**config.mk**
```make
export PLATFORM = sky130hd
export DESIGN_NAME = tri_bus_datapath
export DESIGN_NICKNAME = d
export VERILOG_FILES = /design/src/rtl/dp_pkg.sv /design/src/rtl/dp_regfile.sv /design/src/rtl/dp_alu.sv /design/src/rtl/dp_pc_unit.sv /design/src/rtl/tri_bus_datapath.sv
export SDC_FILE = /design/constraint.sdc
export NUM_CORES = 1
export LEC_CHECK = 0
export ABC_AREA = 1
export BUFFER_PORTS_ARGS = -buffer_cell sky130_fd_sc_hd__buf_4
export CELL_PAD_IN_SITES_DETAIL_PLACEMENT = 2
export CELL_PAD_IN_SITES_GLOBAL_PLACEMENT = 2
export CORE_MARGIN = 2
export CORE_UTILIZATION = 35
export CTS_CLUSTER_DIAMETER = 100
export DETAILED_ROUTE_END_ITERATION = 10
export GPL_ROUTABILITY_DRIVEN = 0
export GPL_TIMING_DRIVEN = 0
export PLACE_DENSITY = 0.85
export REMOVE_ABC_BUFFERS = 1
export SYNTH_ARGS = -nofsm -noshare
export SYNTH_HDL_FRONTEND = slang
export SYNTH_SLANG_ARGS = --single-unit
```
**constraint.sdc**
```tcl
create_clock -name clk -period 5.9 [get_ports clk]
set_input_delay 1.18 -clock clk [delete_from_list [all_inputs] [get_ports clk]]
set_output_delay 1.18 -clock clk [all_outputs]
set_load 0.05 [all_outputs]
```
**src/rtl/dp_pkg.sv**
```systemverilog
package dp_pkg;

    localparam int PC_STEP = 4;

    typedef enum logic [2:0] {
        ALU_ADD    = 3'd0,
        ALU_SUB    = 3'd1,
        ALU_AND    = 3'd2,
        ALU_OR     = 3'd3,
        ALU_XOR    = 3'd4,
        ALU_PASS_A = 3'd5,
        ALU_PASS_B = 3'd6,
        ALU_ZERO   = 3'd7
    } alu_op_e;

    typedef enum logic [1:0] {
        BSRC_RF   = 2'd0,
        BSRC_PC   = 2'd1,
        BSRC_MDR  = 2'd2,
        BSRC_ZERO = 2'd3
    } bsrc_e;

endpackage

```
**src/rtl/dp_regfile.sv**
```systemverilog
module dp_regfile #(
    parameter int DATA_W = 16,
    parameter int NREG   = 8,
    localparam int RA_W  = $clog2(NREG)
) (
    input  logic              clk,
    input  logic              rst,
    input  logic [RA_W-1:0]   ra_a,
    input  logic [RA_W-1:0]   ra_b,
    output logic [DATA_W-1:0] rd_a,
    output logic [DATA_W-1:0] rd_b,
    input  logic              we,
    input  logic [RA_W-1:0]   wa,
    input  logic [DATA_W-1:0] wd
);
    logic [DATA_W-1:0] cells [NREG];

    for (genvar i = 0; i < NREG; i++) begin : g_cell
        always_ff @(posedge clk) begin
            if (rst)
                cells[i] <= '0;
            else if (we && (wa == RA_W'(i)))
                cells[i] <= wd;
        end
    end

    // Reads see the stored value; a write lands only at the edge.
    assign rd_a = cells[ra_a];
    assign rd_b = cells[ra_b];
endmodule

```
**src/rtl/dp_alu.sv**
```systemverilog
module dp_alu
    import dp_pkg::*;
#(
    parameter int DATA_W = 16
) (
    input  logic [2:0]        op,
    input  logic [DATA_W-1:0] a,
    input  logic [DATA_W-1:0] b,
    output logic [DATA_W-1:0] y
);
    always_comb begin
        case (alu_op_e'(op))
            ALU_ADD:    y = a + b;
            ALU_SUB:    y = a - b;
            ALU_AND:    y = a & b;
            ALU_OR:     y = a | b;
            ALU_XOR:    y = a ^ b;
            ALU_PASS_A: y = a;
            ALU_PASS_B: y = b;
            default:    y = '0;
        endcase
    end
endmodule

```
**src/rtl/dp_pc_unit.sv**
```systemverilog
module dp_pc_unit
    import dp_pkg::*;
#(
    parameter int DATA_W = 16
) (
    input  logic              clk,
    input  logic              rst,
    input  logic              load,
    input  logic              inc,
    input  logic [DATA_W-1:0] load_val,
    output logic [DATA_W-1:0] pc
);
    localparam logic [DATA_W-1:0] STEP = DATA_W'(PC_STEP);

    always_ff @(posedge clk) begin
        if (rst)
            pc <= '0;
        else if (load)
            pc <= load_val;
        else if (inc)
            pc <= pc + STEP;
    end
endmodule

```
**src/rtl/tri_bus_datapath.sv**
```systemverilog
module tri_bus_datapath
    import dp_pkg::*;
#(
    parameter int DATA_W = 16,
    parameter int NREG   = 8,
    localparam int RA_W  = $clog2(NREG)
) (
    input  logic              clk,
    input  logic              rst,
    input  logic [RA_W-1:0]   rf_ra_a,
    input  logic [RA_W-1:0]   rf_ra_b,
    input  logic [RA_W-1:0]   rf_wa,
    input  logic              rf_we,
    input  logic [1:0]        b_sel,
    input  logic [2:0]        alu_op,
    input  logic              mar_load,
    input  logic              ir_load,
    input  logic              pc_load,
    input  logic              pc_inc,
    input  logic              ctl_read,
    input  logic              mem_mfc,
    input  logic [DATA_W-1:0] mem_rdata,
    output logic              mem_req_o,
    output logic [DATA_W-1:0] mem_addr_o,
    output logic [DATA_W-1:0] bus_c_o,
    output logic [DATA_W-1:0] pc_o,
    output logic [DATA_W-1:0] ir_o
);
    logic [DATA_W-1:0] bus_a, bus_b, bus_c, rf_port_b;
    logic [DATA_W-1:0] pc_q, mar_q, ir_q, mdr_q;
    logic              pend_q;

    dp_regfile #(.DATA_W(DATA_W), .NREG(NREG)) u_rf (
        .clk  (clk),
        .rst  (rst),
        .ra_a (rf_ra_a),
        .ra_b (rf_ra_b),
        .rd_a (bus_a),
        .rd_b (rf_port_b),
        .we   (rf_we),
        .wa   (rf_wa),
        .wd   (bus_c)
    );

    always_comb begin
        case (bsrc_e'(b_sel))
            BSRC_RF:  bus_b = rf_port_b;
            BSRC_PC:  bus_b = pc_q;
            BSRC_MDR: bus_b = mdr_q;
            default:  bus_b = '0;
        endcase
    end

    dp_alu #(.DATA_W(DATA_W)) u_alu (
        .op (alu_op),
        .a  (bus_a),
        .b  (bus_b),
        .y  (bus_c)
    );

    dp_pc_unit #(.DATA_W(DATA_W)) u_pc (
        .clk      (clk),
        .rst      (rst),
        .load     (pc_load),
        .inc      (pc_inc),
        .load_val (bus_c),
        .pc       (pc_q)
    );

    always_ff @(posedge clk) begin
        if (rst) begin
            mar_q  <= '0;
            ir_q   <= '0;
            mdr_q  <= '0;
            pend_q <= 1'b0;
        end else begin
            if (mar_load) mar_q <= bus_c;
            if (ir_load)  ir_q  <= bus_c;
            if (pend_q && mem_mfc) mdr_q <= mem_rdata;
            if (ctl_read)
                pend_q <= 1'b1;
            else if (mem_mfc)
                pend_q <= 1'b0;
        end
    end

    assign mem_req_o  = pend_q;
    assign mem_addr_o = mar_q;
    assign bus_c_o    = bus_c;
    assign pc_o       = pc_q;
    assign ir_o       = ir_q;
endmodule

```
== After elaboration in Yosys (flattened, before gate mapping) ==
Memory sizes are Yosys's and may differ from the RTL's.
Index checks and enable logic that the tools add are counted.

* Add/subtract/negate cells: 3
* Equal/unequal tests: 15
* Muxes and demuxes: 40
* Bitwise gates (word level): 11
* Reductions and logical operators: 14

{| class="wikitable"
|+ Operator list
! operator !! number
|-
| $mux W16 || 10
|-
| $pmux W16 S7 || 1
|-
| $pmux W16 S3 || 1
|-
| $mux W1 || 28
|-
| $eq A3 B3 Y1 const B || 7
|-
| $add A16 B16 Y16 || 1
|-
| $add A16 B3 Y16 const B || 1
|-
| $and A16 B16 Y16 || 1
|-
| $or A16 B16 Y16 || 1
|-
| $sub A16 B16 Y16 || 1
|-
| $xor A16 B16 Y16 || 1
|-
| $eq A3 B2 Y1 const B || 4
|-
| $logic_and A1 B1 Y1 || 9
|-
| $or A1 B1 Y1 || 8
|-
| $eq A3 B1 Y1 const B || 2
|-
| $logic_not A3 Y1 || 2
|-
| $reduce_bool A2 Y1 || 2
|-
| $eq A2 B1 Y1 const B || 1
|-
| $eq A2 B2 Y1 const B || 1
|-
| $logic_not A2 Y1 || 1
|}

* Flip-flop bits (word level): 65
* Memory bits (writable): 128
* Input bits: 39
* Output and inout bits: 65
* Word-level logic and storage cells: 89
* Memories: 1

{| class="wikitable"
|+ Memory list
! name !! depth !! bits a word !! rd ports !! clocked after memory_dff !! wr ports !! line !! text
|-
| u_rf.cells || 8 || 16 || 2 || 0 || 8 || dp_regfile.sv:16 || <nowiki>logic [DATA_W-1:0] cells [NREG];</nowiki>
|}

== Logic depth before layout (Yosys ltp) ==
Gate-level depths: netlist of the first run.

* Depth in word-level cells: 6
* Mapped depth: 30
* Gate-level depth less buffers: 28

== Hierarchy ==
From an unflattened synthesis of the first run, not the netlist that was laid out.

* Cell total of the unflattened synthesis: 1,885
* Area, all modules: 13,162.6 sq um

{| class="wikitable"
|+ By module, submodules not included
! module !! times used !! cells an instance !! area an instance (sq um) !! seq. area each (sq um)
|-
| dp_regfile || 1 || 1,040 || 7,686.1 || 3,843.7
|-
| dp_alu || 1 || 394 || 2,311.0 || 0.0
|-
| tri_bus_datapath || 1 || 318 || 2,212.1 || 980.9
|-
| dp_pc_unit || 1 || 133 || 953.4 || 320.3
|}

== Least setup slack after synthesis of the first run ==
OpenSTA, ideal clock, no wires.

* Kind: input to output
* Start point: input b_sel[0]
* End point: output bus_c_o[10]
* Arrival time: 4.484 ns
* Data required time: 4.720 ns
* Path slack: 0.236 ns
* Stages on the path: 25
* Buffers on the path: 2
* Cells stage by stage: buf_2 or2_1 buf_4 o22ai_1 inv_1 nand2_1 inv_1 ha_1 or2_2 xnor2_1 inv_1 ha_1 nand3_1 nand2_1 nand2_1 nand2_1 a21oi_1 nor2_1 o21ai_0 nand2_1 nand2_1 nand2_1 nand2_1 nand3_1 nand2_1

* Word-level cells in the longest chain between the ends: 4
* Elaborated cells on any way between the ends: 10
* Those cells by class: add/sub: 2; eq/ne: 2; mux: 2; bitwise: 3; reduce/logical: 1

{| class="wikitable"
|+ RTL lines
! item !! line !! text
|-
| start: declaration || tri_bus_datapath.sv:14 || <nowiki>input logic [1:0] b_sel,</nowiki>
|-
| $eq A2 B2 Y1 (tied with other cells) || tri_bus_datapath.sv:46 || <nowiki>case (bsrc_e'(b_sel))</nowiki>
|-
| $pmux W16 S3 (*) || tri_bus_datapath.sv:46 ||
|-
| $sub A16 B16 Y16 (tied with other cells) || dp_alu.sv:14 || <nowiki>ALU_SUB: y = a - b;</nowiki>
|-
| $pmux W16 S7 (*) || dp_alu.sv:12 || <nowiki>case (alu_op_e'(op))</nowiki>
|-
| end: declaration || tri_bus_datapath.sv:25 || <nowiki>output logic [DATA_W-1:0] bus_c_o,</nowiki>
|}

Mark *: on every way between the ends. The rest lies on a longest branch, timed or not.

== Worst setup path after layout of the first run ==
* Start point: input rf_ra_b[2]
* End point: output bus_c_o[15]

* Word-level cells in the longest chain between the ends: 4
* Elaborated cells on any way between the ends: 8
* Those cells by class: add/sub: 2; mux: 2; bitwise: 3; memory: 1

{| class="wikitable"
|+ RTL lines
! item !! line !! text
|-
| start: declaration || tri_bus_datapath.sv:11 || <nowiki>input logic [RA_W-1:0] rf_ra_b,</nowiki>
|-
| $mem_v2 Z8 W16 (*) || n/a ||
|-
| $pmux W16 S3 (*) || tri_bus_datapath.sv:46 ||
|-
| $sub A16 B16 Y16 (tied with other cells) || dp_alu.sv:14 ||
|-
| $pmux W16 S7 (*) || dp_alu.sv:12 ||
|}

Marks and branches as above.

==> results by group, run 1 <==
Timing
  • Setup Viol. Count Final: 9
  • Post-layout worst setup margin: -0.6232 ns
  • Layout Skew: 0.02215 ns
  • Pins Over Slew Limit: 0
  • Slew margin rel.: 0.04540
  • Fmax: around 0.15 GHz
  • Fin. Hold Viols: 0
  • Slew of the pin with the lowest slew margin: 1.427 ns
  • Final period utilization: 1.106
  • Min Tclk post-route: roughly 6.5 ns
  • RSZ-0062 raised after global routing: yes

Routing
  • Antenna Nets Post-Route: 0
  • Drt first-iter violations: 1362
  • First drt pass iteration count: 8
  • Avg WL per Cell: 30.00 microns
  • Via count: 13580
  • Routed wire length: 67420 microns
  • Via density per instance: a little over 6
  • Drt drc: 0

Yosys
  • Synthesized netlist cell count: around 1700
  • Post-synth EDFFs: 128
  • Yosys reg bits: 193
  • Async SR Flop Fraction: 0
  • Cell area after synthesis: 12440 sq um
  • Syn. warnings: 0
  • Seq/Total Area, Yosys: 0.4135
  • Mapped Avg Cell Area: around 7.4 sq um
  • Main synth FF type: edfxtp_1
  • Netlist cell types: 50

Floorplanning
  • Die area: about 37000 sq um
  • Initial Utilization: 0.3524
  • Area of the core: 35310 sq um
  • Rows: 69
  • Die width: between 150 and 200 microns
  • Die height: 192.5 microns
  • IO Pins: 104

Cells and area
  • Diode count: 0
  • Area delta synth->final: 22.80%
  • Final net count: approximately 1900
  • Post-route cell area: 15280 sq um
  • Share of layout cells above drive strength 1: 0.1926

Critical path
  • WP data required: around 4.7 ns
  • Data arrival, critical path: roughly 5.3 ns
  • Worst Path Max Fanout: 17
  • Setup CP Type: in2out
  • Worst Setup Start Kind: input port
  • R2r worst-path depth: 26
  • Worst setup EP type: primary output

Power
  • Sw frac: 0.4271
  • Cell Pwr Density: 305.6 nW/um^2
  • Max VDD drop: 0.1704 mV
  • Clk pwr share: 0.283
  • Sequential Power Share: 0.339
  • Int Pwr: between 2 and 3 mW
  • Logic pwr share: 0.378
  • Net switching power: approximately 2 mW
  • Leakage power: 6.779 nW

Clock network
  • H-tree depth: 4
  • CTS Sinks: roughly 190
  • Cts hold-fix bufs: 0
  • Maximum clock path buffer count: 2
  • Worst-skew pair later-pin latency: ~0.49 ns
  • CTS buffer count: 17
  • TritonCTS clock tree: done
  • Root Buffer: clkbuf_16
  • Clk slew on worst S/H paths: roughly 0.09 ns

Placement
  • PortBufs: 103
  • Final HPWL DP: roughly 35000 microns
  • Cell Area, Placed: 13390 sq um
  • Setup WS pre-CTS: -1.905 ns

Global routing
  • Vias in the first global route: 13890
  • Antenna violations before repair: 0
  • First-pass GRT wire length: 87310 microns
  • Global route overflow: 0
  • GR Util All Layers: 0.3207
  • Largest net degree at the start of global routing: 87

Run status
  • Failing checks: negative setup slack
  • Status: finished, violations left

Hold path
  • Hold crit path type: reg2reg
  • Worst hold stages: 2

Flow run
  • Maxcap violations: 0
layout make-up:
cell class              count  area [sq um]
clock buffers              17         425.4
clock inverters            15         181.4
fillers                  3925         20030
inverters                 286          1132
multi-input cells        1114          6287
flip-flops and latches    193          5145
well taps                 461         576.8
repair buffers            160          1521
repair inverters            1         8.758
registers in the layout, indices dropped and copies added, names as in the netlist:
register	flops
u_pc.pc	16
u_rf.cells	128
mem_req_o	1
ir_o	16
mdr_q	16
mem_addr_o	16
critical path: stages:
cell and delay (ns):
buf_12 0.16, clkinvlp_4 0.19, buf_6 0.20, nand3_1 0.17, nand3_1 0.22, nand2_2 0.21, inv_1 0.11, nand2_2 0.10
nor3_4 0.05, nand2_2 0.13, nor2_4 0.05, a21oi_1 0.25, xor2_1 0.35, inv_1 0.17, ha_4 0.30, nand2_2 0.12
a21oi_2 0.08, a211oi_2 0.35, o21a_1 0.21, nand2_2 0.11, inv_2 0.09, nand3_2 0.11, nand3_4 0.12, nand2_4 0.08
buf_8 0.18
synthesized netlist by cell type (10+ instances only):
library cell,instances,share of area
o22ai_1,11,0.0055
a21oi_1,107,0.043
ha_1,43,0.043
o21ai_0,137,0.055
a31oi_1,11,0.0055
dfxtp_1,65,0.10
nor2_1,224,0.068
xor2_1,22,0.015
nand3_1,118,0.047
buf_2,31,0.012
inv_1,271,0.082
edfxtp_1,128,0.31
o211ai_1,44,0.027
nand2_2,10,0.0050
clkbuf_1,40,0.012
nand2_1,307,0.093
cells by family after synthesis:
logic type	count (synthesis)	synth area share
XOR/XNOR	24	0.01689
flip-flops	193	0.4135
AND/OR/NAND/NOR	702	0.2406
adder cells (fa/ha/maj)	44	0.04485
AO/OA/AOI/OAI	344	0.1576
buffers and inverters	376	0.1265
timing repair:
action	4_1_cts	5_1_grt
cloned	4	2
setup buffers	27	20
pin swaps	19	32
hold endpoints to repair	0	0
gates resized for setup	107	82
setup endpoints to repair	102	13
metrics by stage:
| stage | std cells | utilization | setup TNS (ns) | power (mW) | hold WS (ns) |
|---|---|---|---|---|---|
| 3_5_place_dp | 2162 | 0.3792 | -71.18 | 2.878 | 0.4530 |
| 5_1_grt | 2247 | 0.4327 | -2.978 | 4.771 | 0.5014 |
| 6_report | 2247 | 0.4327 | -2.745 | 4.669 | 0.4737 |
| 2_1_floorplan | 1593 | - | 0 | 2.386 | 0.4266 |
| 3_3_place_gp | 2157 | 0.3766 | -100.96 | 2.803 | 0.4372 |
| 4_1_cts | 2225 | 0.4175 | -0.03354 | 4.283 | 0.4677 |
metal layers:
metal / GRT usage / share of wire / wire (microns) / up-vias
li1: - / - / - / 5661
met2: 0.5321 / 0.47 / 31650 / 775
met3: 0.05256 / 0.066 / 4461 / 295
met5: 0 / 0 / 0 / -
met4: 0.1765 / 0.081 / 5441 / 0
met1: 0.3975 / 0.38 / 25870 / 6850
path summary, 6_finish.rpt:
check / slack [ns] / from / endpoint
setup reg to reg: 0.59 / u_rf.cells[5][7] / u_rf.cells[3][14]
setup / recovery: -0.62 / rf_ra_b[2] / bus_c_o[15]
hold reg to reg: 0.47 / mdr_q[3] / mdr_q[3]
hold / removal: 0.47 / mdr_q[3] / mdr_q[3]
layout by cell type, fill, tap and decap left out, drive strengths merged:
cell type / instances
nand2: 319
inv: 286
nor2: 235
buf: 155
o21ai: 147
edfxtp: 128
nand3: 122
a21oi: 107
dfxtp: 65
o211ai: 44
ha: 43
xor2: 22
clkbuf: 19
clkinv: 12
a31oi: 11
o22ai: 11
nand4: 8
nor3: 7
or2: 6
a211oi: 6
a221oi: 5
o21a: 5
nand3b: 3
clkinvlp: 3
bufbuf: 3
a22oi: 2
o2111ai: 2
xnor2: 2
o221a: 1
a2111oi: 1
o221ai: 1
o31ai: 1
nor4: 1
or3b: 1
fa: 1
bufinv: 1
power groups by stage:
stage | Clock [mW] | Combinational [mW] | Sequential, mW
6_report | 1.32 | 1.77 | 1.58
5_1_grt | 1.35 | 1.83 | 1.59
4_1_cts | 1.26 | 1.45 | 1.57
3_5_place_dp | 0 | 1.28 | 1.60
3_3_place_gp | 0 | 1.21 | 1.59
2_1_floorplan | 0 | 0.694 | 1.69
(Power assumes the default switching activity.)
==> inputs of run 2 (changes only) <==
--- a/config.mk
+++ b/config.mk
@@ -10,12 +10,12 @@
 export CELL_PAD_IN_SITES_DETAIL_PLACEMENT = 2
 export CELL_PAD_IN_SITES_GLOBAL_PLACEMENT = 2
 export CORE_MARGIN = 2
-export CORE_UTILIZATION = 35
+export CORE_UTILIZATION = 38
 export CTS_CLUSTER_DIAMETER = 100
 export DETAILED_ROUTE_END_ITERATION = 10
 export GPL_ROUTABILITY_DRIVEN = 0
 export GPL_TIMING_DRIVEN = 0
-export PLACE_DENSITY = 0.85
+export PLACE_DENSITY = 0.95
 export REMOVE_ABC_BUFFERS = 1
 export SYNTH_ARGS = -nofsm -noshare
 export SYNTH_HDL_FRONTEND = slang
==> constraint.sdc (replaced) <==
create_clock -name clk -period 7.6 [get_ports clk]
set_input_delay 1.52 -clock clk [delete_from_list [all_inputs] [get_ports clk]]
set_output_delay 1.52 -clock clk [all_outputs]
set_load 0.05 [all_outputs]
==> results by group, run 2 (synthesized netlist as in run 1, its figures left out) <==
Run status
  • Status: finished, violations left
  • Failing checks: negative setup slack

Timing
  • Final period utilization: 1.038
  • Fmax: ~0.13 GHz
  • Post-layout worst setup margin: -0.2866 ns (+0.3366 ns)
  • Layout Skew: 0.02629 ns (+0.004137 ns)
  • Slew margin rel.: 0.02504 (-0.02036)
  • Min Tclk post-route: roughly 7.9 ns
  • Fin. Hold Viols: 0 (unchanged)
  • Setup Viol. Count Final: 7 (-2)
  • Slew of the pin with the lowest slew margin: 1.462 ns (+0.03581 ns)
  • Pins Over Slew Limit: 0 (unchanged)
  • Fin Hold WS: 0.4750 ns (+0.001267 ns)

Routing
  • Drt first-iter violations: 1618 (+19%)
  • Antenna Nets Post-Route: 0 (unchanged)
  • Via count: 13910 (+2.4%)
  • Via density per instance: 6.370 (+5.4%)
  • Drt drc: 0 (unchanged)
  • Avg WL per Cell: 32.87 microns (+9.5%)
  • First drt pass iteration count: 6 (-2)
  • Routed wire length: 71780 microns (+6.5%)

Clock network
  • CTS buffer count: 17 (unchanged)
  • TritonCTS clock tree: done
  • H-tree depth: 4 (unchanged)
  • Clk slew on worst S/H paths: 0.08 ns (about the same)
  • Cts hold-fix bufs: 0 (unchanged)
  • Worst-skew pair later-pin latency: 0.50 ns (about the same)
  • Maximum clock path buffer count: 2 (unchanged)
  • CTS Sinks: 193 (unchanged)
  • Root Buffer: clkbuf_16

Floorplanning
  • Die width: 184.9 microns (-3.9%)
  • Initial Utilization: 0.3844 (+0.03199)
  • Rows: 66 (-4.3%)
  • Area of the core: 32370 sq um (-8.3%)
  • IO Pins: 104 (unchanged)
  • Die height: 184.9 microns (-3.9%)
  • Die area: 34200 sq um (-7.7%)

Placement
  • PortBufs: 103 (unchanged)
  • DP Cell Count: 2141 (-0.97%)
  • Cell Area, Placed: 13340 sq um (-0.40%)
  • Final HPWL DP: 39050 microns (+12%)

Critical path
  • WP data required: 6.08 ns (+1.36 ns)
  • Data arrival, critical path: 6.37 ns (+1.03 ns)
  • R2r startpoint: u_rf.cells[2][0]
  • CP Launch Point: rf_ra_b[2]
  • Setup CP Type: in2out
  • R2r worst-path depth: 22 (-15%)
  • Worst setup endpoint: bus_c_o[13]
  • Worst path max stage delay: 0.43 ns (+0.08 ns)
  • R2R Path End: u_rf.cells[2][14]
  • Worst setup EP type: primary output
  • Number of cells on the critical path: 23 (-8.0%)
  • Top delay family on crit path: simple AND/OR/NAND/NOR gates
  • Worst Path Max Fanout: 17 (unchanged)
  • Reg-to-reg slack, setup: 1.80 ns (+1.21 ns)
  • Worst Setup Start Kind: input port
  • Buf/Inv on CP: 4 (-3)
  • Crit-path slowest cell: ha_1
  • Cell Chain, Critical Path: buf_4, clkinvlp_4, nand3_1, nand3_1, nand2_1, inv_1, ha_1, nand3_2, nor3_4, nand2_1, nand2_1, xor2_1, ha_1, nand2_1, nor2_1, nand4_1, nand3_1, nand3_1, nand3_1, a21oi_1, o21ai_0, nand2_1, buf_4

Cells and area
  • Share of layout cells above drive strength 1: 0.1235 (-0.06912)
  • Non-Filler Instances: 2184 (-2.8%)
  • Top reg by flops: u_rf.cells
  • Commonest non-fill, non-tap cell in the layout: nand2_1
  • Area delta synth->final: 14.09%
  • Max reg flops: 128 (unchanged)
  • Final net count: 1811 (-2.4%)
  • Most frequent cells in the layout: 304 x nand2_1, 268 x inv_1, 219 x nor2_1, 133 x o21ai_0, 128 x edfxtp_1
  • Post-route cell area: 14190 sq um (-7.1%)

Flow run
  • Maxcap violations: 0 (unchanged)

Hold path
  • Worst Hold Launch: mdr_q[5]
  • Hold crit path type: reg2reg
  • Worst hold stages: 2 (unchanged)

Global routing
  • GR Util All Layers: 0.3815 (+0.06074)
  • Largest net degree at the start of global routing: 92 (+5.7%)
  • First-pass GRT wire length: 94740 microns (+8.5%)
  • Vias in the first global route: 14660 (+5.5%)
  • Antenna violations before repair: 3 (+3)
  • Global route overflow: 0 (unchanged)

Power
  • Max VDD drop: 0.1850 mV (+8.6%)
  • Cell Pwr Density: 242.8 nW/um^2 (-21%)
  • Leakage power: 6.398 nW (-5.6%)
run 2: cell types whose count changed in the layout (fill, tap and decap cells not counted), sizes merged:
cell,previous run,this run
clkinvlp,3,2
diode,0,1
inv,286,285
buf,155,115
clkinv,12,13
bufbuf,3,0
clkbuf,19,18
run 2: power breakdown:
part           switching (mW)  internal (mW)  total (mW)
clock                   0.562          0.477        1.04
combinational           0.887          0.286        1.17
sequential             0.0516           1.18        1.23
run 2: per-stage QoR:
step	util	setup TNS (ns)	setup slack, ns	power, mW
floorplan	-	0	1.082	1.852
CTS	0.4346	0	0.003210	3.299
global placement	0.4101	-7.105	-1.019	2.166
finish	0.4385	-1.221	-0.2866	3.446
detailed placement	0.4120	-5.855	-1.051	2.258
global route	0.4384	-2.448	-0.4313	3.511
run 2: cell type report:
cell class                      count  area [sq um]
Timing Repair Buffer              116         952.2
Antenna cell                        1         2.502
Fill cell                        3739         18180
Sequential cell                   193          5145
Clock inverter                     15         182.7
Tap cell                          442         553.0
Inverter                          286          1107
Clock buffer                       17         425.4
Multi-Input combinational cell   1114          5827
run 2: how the worst min path moves through the flow:
stage                      to  slack (ns)
finish               mdr_q[5]        0.47
global route         mdr_q[4]        0.50
CTS                  mdr_q[5]        0.48
detailed placement   mdr_q[8]        0.46
global placement     mdr_q[5]        0.44
floorplan           mdr_q[14]        0.43
run 2: what timing repair did:
item | 4_1_cts | 5_1_grt
resized for setup | 26 | 13
setup buffers | 4 | 5
gates cloned | 0 | 1
endpoints found under the setup margin | 14 | 9
pin swaps | 2 | 2
run 2: tightest hold or removal path: cells and delay by family, from the launching register on:
family                 cells  cell delay [ns]
AOI/OAI and AO/OA          1             0.06
buffers and inverters      1             0.06
DFF                        1             0.31
run 2: metal layers:
layer | GRT usage | vias up | part of all wire
met4 | 0.2714 | 2 | 0.079
met1 | 0.4330 | 6870 | 0.36
met5 | 0 | - | 0.00018
li1 | - | 5563 | -
met3 | 0.09044 | 416 | 0.094
met2 | 0.6315 | 1060 | 0.47
==> inputs of run 3 (changes only) <==
--- a/config.mk
+++ b/config.mk
@@ -17,6 +17,7 @@
 export GPL_TIMING_DRIVEN = 0
 export PLACE_DENSITY = 0.95
 export REMOVE_ABC_BUFFERS = 1
+export SETUP_SLACK_MARGIN = 0.2
 export SYNTH_ARGS = -nofsm -noshare
 export SYNTH_HDL_FRONTEND = slang
 export SYNTH_SLANG_ARGS = --single-unit
==> results by group, run 3 (synthesized netlist as in run 1, its figures left out) <==
Run status
  • Status: finished, violations left
  • Failing checks: max-capacitance violations, max-slew violations

Global routing
  • Global route overflow: 0 (unchanged)
  • Largest net degree at the start of global routing: 87 (-5.4%)
  • Antenna violations before repair: 5 (+2)
  • First-pass GRT wire length: 106100 microns (+12%)
  • M2 GR Usage: 0.6992 (+0.06772)
  • Met3 usage: 0.1308 (+0.04031)
  • GR Util met1: 0.4743 (+0.04124)
  • Most used routing layer: met2
  • GR Util All Layers: 0.4349 (+0.05339)
  • Vias in the first global route: 15500 (+5.7%)

Hold path
  • Hold crit path type: reg2reg

Timing
  • Post-layout worst setup margin: 0.06631 ns (+0.3529 ns)
  • Fin Hold WS: 0.4787 ns (+0.003686 ns)
  • Pins Over Slew Limit: 26 (+26)
  • Setup TNS: 0 ns (+1.221 ns)
  • Fmax: 0.1327 GHz (+4.7%)
  • RSZ-0062 raised after global routing: yes
  • Setup Viol. Count Final: 0 (-7)
  • Slew of the pin with the lowest slew margin: 1.537 ns (+0.07482 ns)
  • Slew margin rel.: -0.02484 (-0.04988)
  • Min Tclk post-route: 7.534 ns (-0.3529 ns)
  • Fin. Hold Viols: 0 (unchanged)
  • Final period utilization: 0.9913 (-0.04644)
  • Layout Skew: 0.01604 ns (-0.01025 ns)

Critical path
  • WP data required: 6.08 ns (about the same)
  • Setup CP Type: in2out
  • Worst Path Max Fanout: 46 (+29)
  • Worst setup EP type: primary output
  • Data arrival, critical path: 6.01 ns (-0.36 ns)
  • Worst Setup Start Kind: input port

Cells and area
  • Non-Filler Instances: 2190 (+0.27%)
  • Top reg by flops: u_rf.cells
  • Footprint of the multi-input gates: 5893 sq um (+1.1%)
  • Commonest non-fill, non-tap cell in the layout: nand2_1
  • Final net count: 1817 (+0.33%)
  • Max reg flops: 128 (unchanged)
  • FILL cells: 3695 (-1.2%)
  • Area delta synth->final: 15.48%
  • Util after Layout: 0.4438 (+0.005334)
  • Register area: 5145 sq um (unchanged)
  • Share of layout cells above drive strength 1: 0.1351 (+0.01160)
  • Most frequent cells in the layout: 298 x nand2_1, 267 x inv_1, 217 x nor2_1, 131 x o21ai_0, 128 x edfxtp_1
  • Post-route cell area: 14370 sq um (+1.2%)

Routing
  • Drt drc: 0 (unchanged)
  • Routed wire length: 74660 microns (+4.0%)
  • First drt pass iteration count: 6 (unchanged)
  • Drt first-iter violations: 1728 (+6.8%)
  • Via count: 14270 (+2.6%)
  • Antenna Nets Post-Route: 0 (unchanged)
  • Avg WL per Cell: 34.09 microns (+3.7%)
  • Via density per instance: 6.516 (+2.3%)

Clock network
  • Worst-skew pair later-pin latency: 0.50 ns (about the same)
  • H-tree depth: 4 (unchanged)
  • CTS Sinks: 193 (unchanged)
  • TritonCTS clock tree: done
  • Maximum clock path buffer count: 2 (unchanged)
  • CTS buffer count: 17 (unchanged)
  • Clk slew on worst S/H paths: 0.09 ns (about the same)
  • Root Buffer: clkbuf_16
  • Cts hold-fix bufs: 0 (unchanged)

Floorplanning
  • Rows: 66 (unchanged)
  • Initial Utilization: 0.3844 (unchanged)
  • Area of the core: 32370 sq um (unchanged)
  • Die height: 184.9 microns (unchanged)
  • Die width: 184.9 microns (unchanged)
  • Die area: 34200 sq um (unchanged)
  • IO Pins: 104 (unchanged)

Power
  • Max VDD drop: 0.1939 mV (+4.8%)
  • Leakage power: 6.465 nW (+1.0%)
  • Cell Pwr Density: 243.2 nW/um^2 (+0.19%)
  • Tot Pwr: 3.494 mW (+1.4%)

Placement
  • DP Cell Count: 2141 (unchanged)
  • Cell Area, Placed: 13340 sq um (unchanged)
  • Final HPWL DP: 39050 microns (unchanged)
  • Setup WS pre-CTS: -1.051 ns (unchanged)
  • PortBufs: 103 (unchanged)

Flow run
  • Maxcap violations: 2 (+2)
-- run 3: cell types whose count changed in the layout (fill, tap and decap cells not counted), moves of 2 or more --
cell / before / now
o21ai_0: 133 / 131
nor2_1: 219 / 217
o22ai_2: 0 / 2
o22ai_1: 11 / 9
nor2_2: 7 / 9
nand3_1: 115 / 113
nand2_1: 304 / 298
buf_6: 1 / 3
nand2_2: 10 / 16
-- run 3: repair_timing --
action	in CTS	in global routing
endpoints found under the hold margin	0	0
pin swaps	4	5
cloned	2	1
setup endpoints to repair	15	14
buffers inserted	10	3
resized for setup	31	39
-- run 3: routing by layer --
metal / wire, microns / vias up
met2: 34000 / 1149
met4: 6889 / 11
li1: - / 5580
met1: 25960 / 7044
met3: 7688 / 487
met5: 123 / -
-- run 3: power by group --
group / internal (mW) / leakage, nW / switching, mW
Sequential: 1.18 / 1.87 / 0.0542
Combinational: 0.298 / 4.30 / 0.926
Clock: 0.476 / 0.296 / 0.557
-- run 3: worst max-delay path, stage by stage --
cell and delay (ns):
buf_16 0.19, a21oi_1 0.20, o21ai_0 0.16, nand3_1 0.21
nand3_4 0.19, nand2_2 0.16, inv_2 0.09, ha_1 0.23
or2_2 0.33, xnor2_1 0.17, inv_1 0.06, ha_1 0.34
nand3_1 0.12, nand2_1 0.20, nand2_2 0.17, nand2_1 0.09
a21oi_2 0.22, nor2_1 0.13, o21ai_2 0.21, nand2_1 0.13
nand2_1 0.16, nand2_1 0.09, nand2_1 0.10, nand3_2 0.15
nand2_4 0.18, buf_6 0.17
-- run 3: final cells by class --
class                      count  share of cell area
multi-input combinational   1114              0.4102
sequential                   193              0.3581
inverter                     286             0.07794
timing repair buffer         121             0.07219
tap                          442             0.03849
clock buffer                  17             0.02961
clock inverter                15             0.01271
timing repair inverter         1           0.0006096
antenna                        1           0.0001742
-- run 3: worst paths after layout --
path	endpoint	cells after the start	start	slack (ns)
max	bus_c_o[10]	26	rf_ra_b[1]	0.07
min	mdr_q[7]	2	mdr_q[7]	0.48
max reg2reg	u_rf.cells[4][14]	22	u_rf.cells[2][0]	2.13
min reg2reg	mdr_q[7]	2	mdr_q[7]	0.48
